### config.mk
export PLATFORM = sky130hd
export DESIGN_NAME = sram_lane_ctrl
export DESIGN_NICKNAME = d
export VERILOG_FILES = /design/src/rtl/sram_lane_pkg.sv /design/src/rtl/sram_wait_timer.sv /design/src/rtl/sram_lane_capture.sv /design/src/rtl/sram_lane_ctrl.sv
export SDC_FILE = /design/constraint.sdc
export NUM_CORES = 1
export LEC_CHECK = 0
export BUFFER_PORTS_ARGS = -buffer_cell sky130_fd_sc_hd__buf_4
export CAP_MARGIN = 5
export CELL_PAD_IN_SITES_DETAIL_PLACEMENT = 1
export CELL_PAD_IN_SITES_GLOBAL_PLACEMENT = 2
export CORE_UTILIZATION = 28
export CTS_BUF_LIST = sky130_fd_sc_hd__clkbuf_16
export DETAILED_ROUTE_END_ITERATION = 10
export PLACE_DENSITY = 0.78
export REMOVE_ABC_BUFFERS = 1
export SETUP_SLACK_MARGIN = 0.05
export SLEW_MARGIN = 30
export SYNTH_ARGS = -nofsm -noshare
export SYNTH_HDL_FRONTEND = slang
export SYNTH_SLANG_ARGS = --single-unit
### constraint.sdc
create_clock -name clk -period 2.2 [get_ports clk]
set_input_delay 0 -clock clk [delete_from_list [all_inputs] [get_ports clk]]
set_output_delay 0 -clock clk [all_outputs]
set_load 0.005 [all_outputs]
### src/rtl/sram_lane_pkg.sv
package sram_lane_pkg;

    typedef enum logic [2:0] {
        ST_IDLE,
        ST_WR_SETUP,
        ST_WR_PULSE,
        ST_WR_HOLD,
        ST_RD_TURN,
        ST_RD_WAIT,
        ST_DONE
    } ctrl_state_e;

endpackage

### src/rtl/sram_wait_timer.sv
module sram_wait_timer #(
    parameter int RD_WAIT = 2,
    parameter int WR_WAIT = 2
) (
    input  logic clk,
    input  logic rst_n,
    input  logic run,
    input  logic sel_rd,
    output logic last
);
    localparam int MAXW  = (RD_WAIT > WR_WAIT) ? RD_WAIT : WR_WAIT;
    localparam int CNT_W = (MAXW > 1) ? $clog2(MAXW) : 1;
    localparam logic [CNT_W-1:0] RD_END = CNT_W'(RD_WAIT - 1);
    localparam logic [CNT_W-1:0] WR_END = CNT_W'(WR_WAIT - 1);

    logic [CNT_W-1:0] cnt;

    assign last = run && (cnt == (sel_rd ? RD_END : WR_END));

    always_ff @(posedge clk or negedge rst_n) begin
        if (!rst_n) begin
            cnt <= '0;
        end else if (!run || last) begin
            cnt <= '0;
        end else begin
            cnt <= cnt + 1'b1;
        end
    end
endmodule

### src/rtl/sram_lane_capture.sv
module sram_lane_capture #(
    parameter int DATA_W = 16,
    parameter int LANES  = 2
) (
    input  logic              clk,
    input  logic              rst_n,
    input  logic              clear,
    input  logic              load,
    input  logic [LANES-1:0]  be,
    input  logic [DATA_W-1:0] din,
    output logic [DATA_W-1:0] dout
);
    localparam int LANE_W = DATA_W / LANES;

    for (genvar g = 0; g < LANES; g++) begin : g_lane
        always_ff @(posedge clk or negedge rst_n) begin
            if (!rst_n) begin
                dout[g*LANE_W +: LANE_W] <= '0;
            end else if (clear) begin
                dout[g*LANE_W +: LANE_W] <= '0;
            end else if (load) begin
                dout[g*LANE_W +: LANE_W] <= be[g] ? din[g*LANE_W +: LANE_W] : '0;
            end
        end
    end
endmodule

### src/rtl/sram_lane_ctrl.sv
module sram_lane_ctrl
    import sram_lane_pkg::*;
#(
    parameter int ADDR_W  = 16,
    parameter int DATA_W  = 16,
    parameter int RD_WAIT = 2,
    parameter int WR_WAIT = 2
) (
    input  logic              clk,
    input  logic              rst_n,
    input  logic              req_valid,
    input  logic              req_write,
    input  logic [ADDR_W-1:0] req_addr,
    input  logic [DATA_W-1:0] req_wdata,
    input  logic [1:0]        req_be,
    output logic              req_ready,
    output logic              rsp_valid,
    output logic [DATA_W-1:0] rsp_rdata,
    output logic [ADDR_W-1:0] mem_addr,
    output logic              mem_ce_n,
    output logic              mem_we_n,
    output logic              mem_oe_n,
    output logic              mem_ub_n,
    output logic              mem_lb_n,
    output logic [DATA_W-1:0] mem_dq_out,
    output logic              mem_dq_oe,
    input  logic [DATA_W-1:0] mem_dq_in
);
    localparam int LANES = 2;

    ctrl_state_e state, state_nx;
    logic [ADDR_W-1:0] addr_q;
    logic [DATA_W-1:0] wdata_q;
    logic [LANES-1:0]  be_q;
    logic              accept;
    logic              tmr_run;
    logic              tmr_last;
    logic              lanes_on;

    assign accept = req_valid && (state == ST_IDLE);

    sram_wait_timer #(.RD_WAIT(RD_WAIT), .WR_WAIT(WR_WAIT)) timer_i (
        .clk    (clk),
        .rst_n  (rst_n),
        .run    (tmr_run),
        .sel_rd (state == ST_RD_WAIT),
        .last   (tmr_last)
    );

    sram_lane_capture #(.DATA_W(DATA_W), .LANES(LANES)) capture_i (
        .clk   (clk),
        .rst_n (rst_n),
        .clear (accept),
        .load  ((state == ST_RD_WAIT) && tmr_last),
        .be    (be_q),
        .din   (mem_dq_in),
        .dout  (rsp_rdata)
    );

    always_ff @(posedge clk or negedge rst_n) begin
        if (!rst_n) begin
            addr_q  <= '0;
            wdata_q <= '0;
            be_q    <= '0;
        end else if (accept) begin
            addr_q  <= req_addr;
            wdata_q <= req_wdata;
            be_q    <= req_be;
        end
    end

    // State register
    always_ff @(posedge clk or negedge rst_n) begin
        if (!rst_n) state <= ST_IDLE;
        else        state <= state_nx;
    end

    // Next-state logic
    always_comb begin
        state_nx = state;
        unique case (state)
            ST_IDLE:     if (req_valid) state_nx = req_write ? ST_WR_SETUP : ST_RD_TURN;
            ST_WR_SETUP: state_nx = ST_WR_PULSE;
            ST_WR_PULSE: if (tmr_last) state_nx = ST_WR_HOLD;
            ST_WR_HOLD:  state_nx = ST_DONE;
            ST_RD_TURN:  state_nx = ST_RD_WAIT;
            ST_RD_WAIT:  if (tmr_last) state_nx = ST_DONE;
            ST_DONE:     state_nx = ST_IDLE;
            default:     state_nx = ST_IDLE;
        endcase
    end

    // Output decode
    always_comb begin
        req_ready = 1'b0;
        rsp_valid = 1'b0;
        mem_ce_n  = 1'b1;
        mem_we_n  = 1'b1;
        mem_oe_n  = 1'b1;
        mem_dq_oe = 1'b0;
        lanes_on  = 1'b0;
        tmr_run   = 1'b0;
        unique case (state)
            ST_IDLE:     req_ready = 1'b1;
            ST_WR_SETUP: begin mem_ce_n = 1'b0; lanes_on = 1'b1; end
            ST_WR_PULSE: begin
                mem_ce_n  = 1'b0;
                mem_we_n  = 1'b0;
                mem_dq_oe = 1'b1;
                lanes_on  = 1'b1;
                tmr_run   = 1'b1;
            end
            ST_WR_HOLD:  begin mem_ce_n = 1'b0; lanes_on = 1'b1; end
            ST_RD_TURN:  begin mem_ce_n = 1'b0; lanes_on = 1'b1; end
            ST_RD_WAIT:  begin
                mem_ce_n = 1'b0;
                mem_oe_n = 1'b0;
                lanes_on = 1'b1;
                tmr_run  = 1'b1;
            end
            ST_DONE:     rsp_valid = 1'b1;
            default:     ;
        endcase
    end

    assign mem_addr   = addr_q;
    assign mem_dq_out = wdata_q;
    assign mem_lb_n   = !(lanes_on && be_q[0]);
    assign mem_ub_n   = !(lanes_on && be_q[1]);
endmodule

### Yosys cells after proc, flatten, opt, wreduce, memory -nomap -nowiden

Cells that the tools add are included.

| cells by class | value |
|---|---|
| reduce and logical (&&, ||, !) cells | 14 |
| equality and inequality tests | 9 |
| multiplexer cells | 20 |
| $add $sub $neg | 1 |

Operators by type and width:

| kind | count |
|---|---|
| 2-to-1 mux 8 bit | 6 |
| case mux 3 bit (6 select lines) | 1 |
| 2-to-1 mux 3 bit | 4 |
| == test 3 bit, second input constant | 3 |
| 2-to-1 mux 1 bit | 9 |
| == test 3 x 2 -> 1 bit, second input constant | 2 |
| logical AND 1 bit | 5 |
| OR reduction 5 bit | 1 |
| != test 2 bit, second input constant | 2 |
| == test 3 x 1 -> 1 bit, second input constant | 1 |
| logical NOT 1 bit | 3 |
| logical NOT 3 bit | 1 |
| AND reduction 3 bit | 1 |
| != test 2 x 1 -> 1 bit, second input constant | 1 |
| nonzero test 2 bit | 1 |
| OR reduction 2 bit | 1 |
| adder 1 bit, second input constant | 1 |
| logical OR 1 bit | 1 |

| word-level totals | value |
|---|---|
| register bits after elaboration | 54 |
| input port bits | 54 |
| word-level logic and storage cells | 51 |
| output and inout port bits | 56 |

### Longest topological paths before layout

| logic depth | value |
|---|---|
| word-level depth | 7 |
| depth in mapped cells | 5 |
| depth with buffers taken out | 3 |

### By module

From an unflattened synthesis, not the netlist that was laid out.

| second synthesis, totals | value |
|---|---|
| cells, all modules | 148 |
| area total of the unflattened synthesis | 2,227.1 um^2 |

Modules (own cells, without submodules):

| module | cells an instance | area an instance (um^2) | times used | sequential area each (um^2) |
|---|---|---|---|---|
| sram_lane_ctrl | 103 | 1,531.5 | 1 | 925.9 |
| sram_lane_capture | 42 | 654.4 | 1 | 400.4 |
| sram_wait_timer | 3 | 41.3 | 1 | 25.0 |

### Worst setup path after synthesis

No wires, ideal clock.

| timing | value |
|---|---|
| path kind | register to register |
| from | register state[0] |
| to | register be_q[0] |
| stages on the path, launching flop included | 5 |
| period minus slack after synthesis | 1,645 ps |
| data required time | 2,075 ps |
| setup time | 125 ps |
| arrival | 1,520 ps |
| setup slack | 555 ps |
| buffers on the path | 2 |
| path through | dfrtp_1 buf_6 nor4b_4 buf_6 mux2_2 |

| on the way | value |
|---|---|
| longest elaborated chain between the ends | 2 |

Ends and longest elaborated chain:

| element | line | text |
|---|---|---|
| from (decl) | sram_lane_ctrl.sv:31 | `ctrl_state_e state, state_nx;` |
| from (signal assigned) | sram_lane_ctrl.sv:75 | `else state <= state_nx;` |
| logical NOT 3 bit | sram_lane_ctrl.sv:40 | `assign accept = req_valid && (state == ST_IDLE);` |
| logical AND 1 bit | sram_lane_ctrl.sv:40 |  |
| to (signal assigned) | sram_lane_ctrl.sv:68 | `be_q <= req_be;` |
| to (decl) | sram_lane_ctrl.sv:34 | `logic [LANES-1:0] be_q;` |

Every way passes these cells.
A chain may end at the register's enable or synchronous reset.

### Worst setup path in the final report

| timing | value |
|---|---|
| from | register state[2] |
| to | register addr_q[15] (netlist: mem_addr[15]) |

| on the way | value |
|---|---|
| longest elaborated chain between the ends | 2 |

Ends and longest elaborated chain:

| element | line | text |
|---|---|---|
| logical NOT 3 bit | sram_lane_ctrl.sv:40 |  |
| logical AND 1 bit | sram_lane_ctrl.sv:40 |  |
| to (signal assigned) | sram_lane_ctrl.sv:66 | `addr_q <= req_addr;` |
| to (decl) | sram_lane_ctrl.sv:32 | `logic [ADDR_W-1:0] addr_q;` |

Every way passes these cells.

==> out/summary.txt <==
CORE AREA - 7290 sq um
GRT Util Overall - 15.5%
Worst path slowest cell - dfrtp_1
CP arrival - 1.81 ns
antenna violations before repair - 0
clock skew - 0.00693 ns
quantity of gates resized following cts - 0
pre-CTS setup slack - 0.576 ns
Final Hold Vio Count - 0
Tightest Pin Transition - 0.704 ns
critical path peak fanout - 32
I/O Pins - 110
Yosys top cell by area - dfrtp_1
Worst Setup Slack, final - 0.558 ns
port buffer count - 109
total CTS buffers - 5
DR iter-0 viols - 26
Non-Filler Instances - 400
sequential share of the synthesized area - 63.8%
routed via count - 1,753
Rows - 31
fmax - 609 MHz
Synth area leaders - dfrtp_1, mux2_2, a22o_1
CP Data Required Time - 2.37 ns
setup TNS - 0 ns
worst path cell trace - nor4b_4 > buf_12 > mux2_2
clock-pin slew on the worst setup and hold paths - 0.07 ns
max_cap viols - 0
Hold Crit Class - in -> reg
# diodes - 0
area grow syn2layout - 74.2%
largest net degree at the start of global routing - 55
vias in the first global route - 1,917
Cell Pwr Density - 1140 nW/um^2
CTS root buf - clkbuf_16
drt pass-1 iters - 3
RePlAce Congestion - 0.659
period utilization - 74.6%
Design Area, Final - 3690 sq um
Nets - 354
Post-Place Cells - 341
Residual DRC - 0
CTS tree - done
Startpoint Class - flip-flop
Synth Register Bits - 54
top_reg_cell synth - dfrtp_1
Clock Sinks - 54
Avg Inst Size Synth - 15.1 sq um
top-area cell type share of the netlist area - 63.8%
Skew-Pair Late Insertion Delay - 0.29 ns
Final HPWL DP - 3.59 mm
Die Span Y - 89.0 microns
Cells after Synth - 140
Post-synth EDFFs - 0
Die Span X - 89.0 microns
final slew viol count - 0
GRT overflow - 0
Placed Area - 3010 sq um
kind of critical path - reg -> reg
ANT nets after route - 0
Leak - 0.00177 uW
final setup violation count - 0
Max VDD drop - 451 uV
Max Buffers Root-to-Sink - 2
Post-Route WL - 6.19 mm
Synth async-reset ratio - 100%
Largest stage delay, worst path - 0.50 ns
unrepaired setup endpoints after global routing - false
yosys warns - 0
drt wl/cell - 15.5 microns
global-route wire length before repair - 9.30 mm
outcome - finished clean
Slew HR - 53.1%
H-tree Lvls - 2
Netlist cell types - 24
fraction of layout cells with a size suffix above 1 - 50.5%
post-DR vias/cell - 4.38
die area - 7920 sq um
initial core utilization - 29.0%
CP endpoint kind - flip-flop
Mapped Area - 2120 sq um
Final min period - 1.64 ns
where the power goes:
group / internal, uW / total (uW) / leakage, uW / switching, uW
logic: 1060 / 1640 / 0.00101 / 581
clock network: 538 / 894 / 0.0000818 / 357
registers: 1390 / 1690 / 0.000674 / 294
kinds of logic (layout without fill, tap and decap cells):
family          count (synthesis)  count (layout)  synth area share, %
buf+inv                        13             174                 4.25
flops                          54              54                 63.8
mux                            34              34                 18.1
simple gates                   16              16                 5.32
compound gates                 23              23                 8.56
worst paths after layout:
path	end	slack [ns]	from	depth (start not counted)
min reg2reg	mem_dq_out[0]	0.50	mem_dq_out[0]	1
max reg2reg	mem_addr[15]	0.56	state[2]	3
max	mem_addr[15]	0.56	state[2]	3
min	state[0]	0.07	req_write	3
max in group asynchronous	capture_i.dout[7]	1.41	rst_n	2
min in group asynchronous	mem_addr[13]	0.31	rst_n	2
cell usage in the layout, fill, tap and decap left out, drive strengths merged, types with 2 or more instances in the layout:
master / instances
inv: 5
buf: 111
dlygate4sd3: 51
a21oi: 3
dfrtp: 54
clkbuf: 5
and2: 2
a22o: 16
nand2: 5
nor2: 2
mux2: 34
cells in the mapped netlist (all sizes together), types with 2 or more instances:
| cell | instances |
|---|---|
| and2 | 2 |
| a22o | 16 |
| nor2 | 2 |
| mux2 | 34 |
| buf | 8 |
| a21oi | 3 |
| dfrtp | 54 |
| inv | 4 |
| nand2 | 5 |
registers in the layout, summed over array words and instances, names as in the netlist:
register	count
capture_i.dout	16
mem_addr	16
mem_dq_out	16
state	3
be_q	2
timer_i.cnt	1
metal layers:
layer | share of wire (%) | GRT usage (%) | up-vias
met5 | 0 | 0 | -
met4 | 1.6 | 4.18 | 0
met3 | 6.6 | 3.97 | 11
met2 | 50 | 27.7 | 74
met1 | 42 | 18.5 | 851
li1 | - | - | 817
layout make-up:
| class | count | area [sq um] |
|---|---|---|
| well taps | 99 | 124 |
| flip-flops and latches | 54 | 1350 |
| clock inverters | 3 | 42.5 |
| repair buffers | 162 | 1360 |
| multi-input cells | 73 | 677 |
| inverters | 4 | 15.0 |
| clock buffers | 5 | 125 |
| fillers | 773 | 3600 |
per-stage QoR:
step | hold slack (ns) | util, % | power, uW
final | 0.0723 | 50.6 | 4220
after global placement | 0.0914 | 41.3 | 3190
after global routing | 0.0866 | 50.6 | 4480
after CTS | 0.0718 | 50.6 | 4210
after floorplan | -0.296 | - | 2310
after detailed placement | 0.0938 | 41.3 | 3240
critical path, delay by kind of cell, from the launching register on:
family,cells,cell delay [ns]
buffers and inverters,1,0.25
multiplexers,1,0.38
flip-flops,1,0.50
AND/OR/NAND/NOR,1,0.39
timing repair:
action,4_1_cts,5_1_grt
buffers inserted,0,0
hold buffers,51,0
setup endpoints to repair,0,0
endpoints found under the hold margin,104,0
No activity file was read; power rests on OpenSTA's default activity.
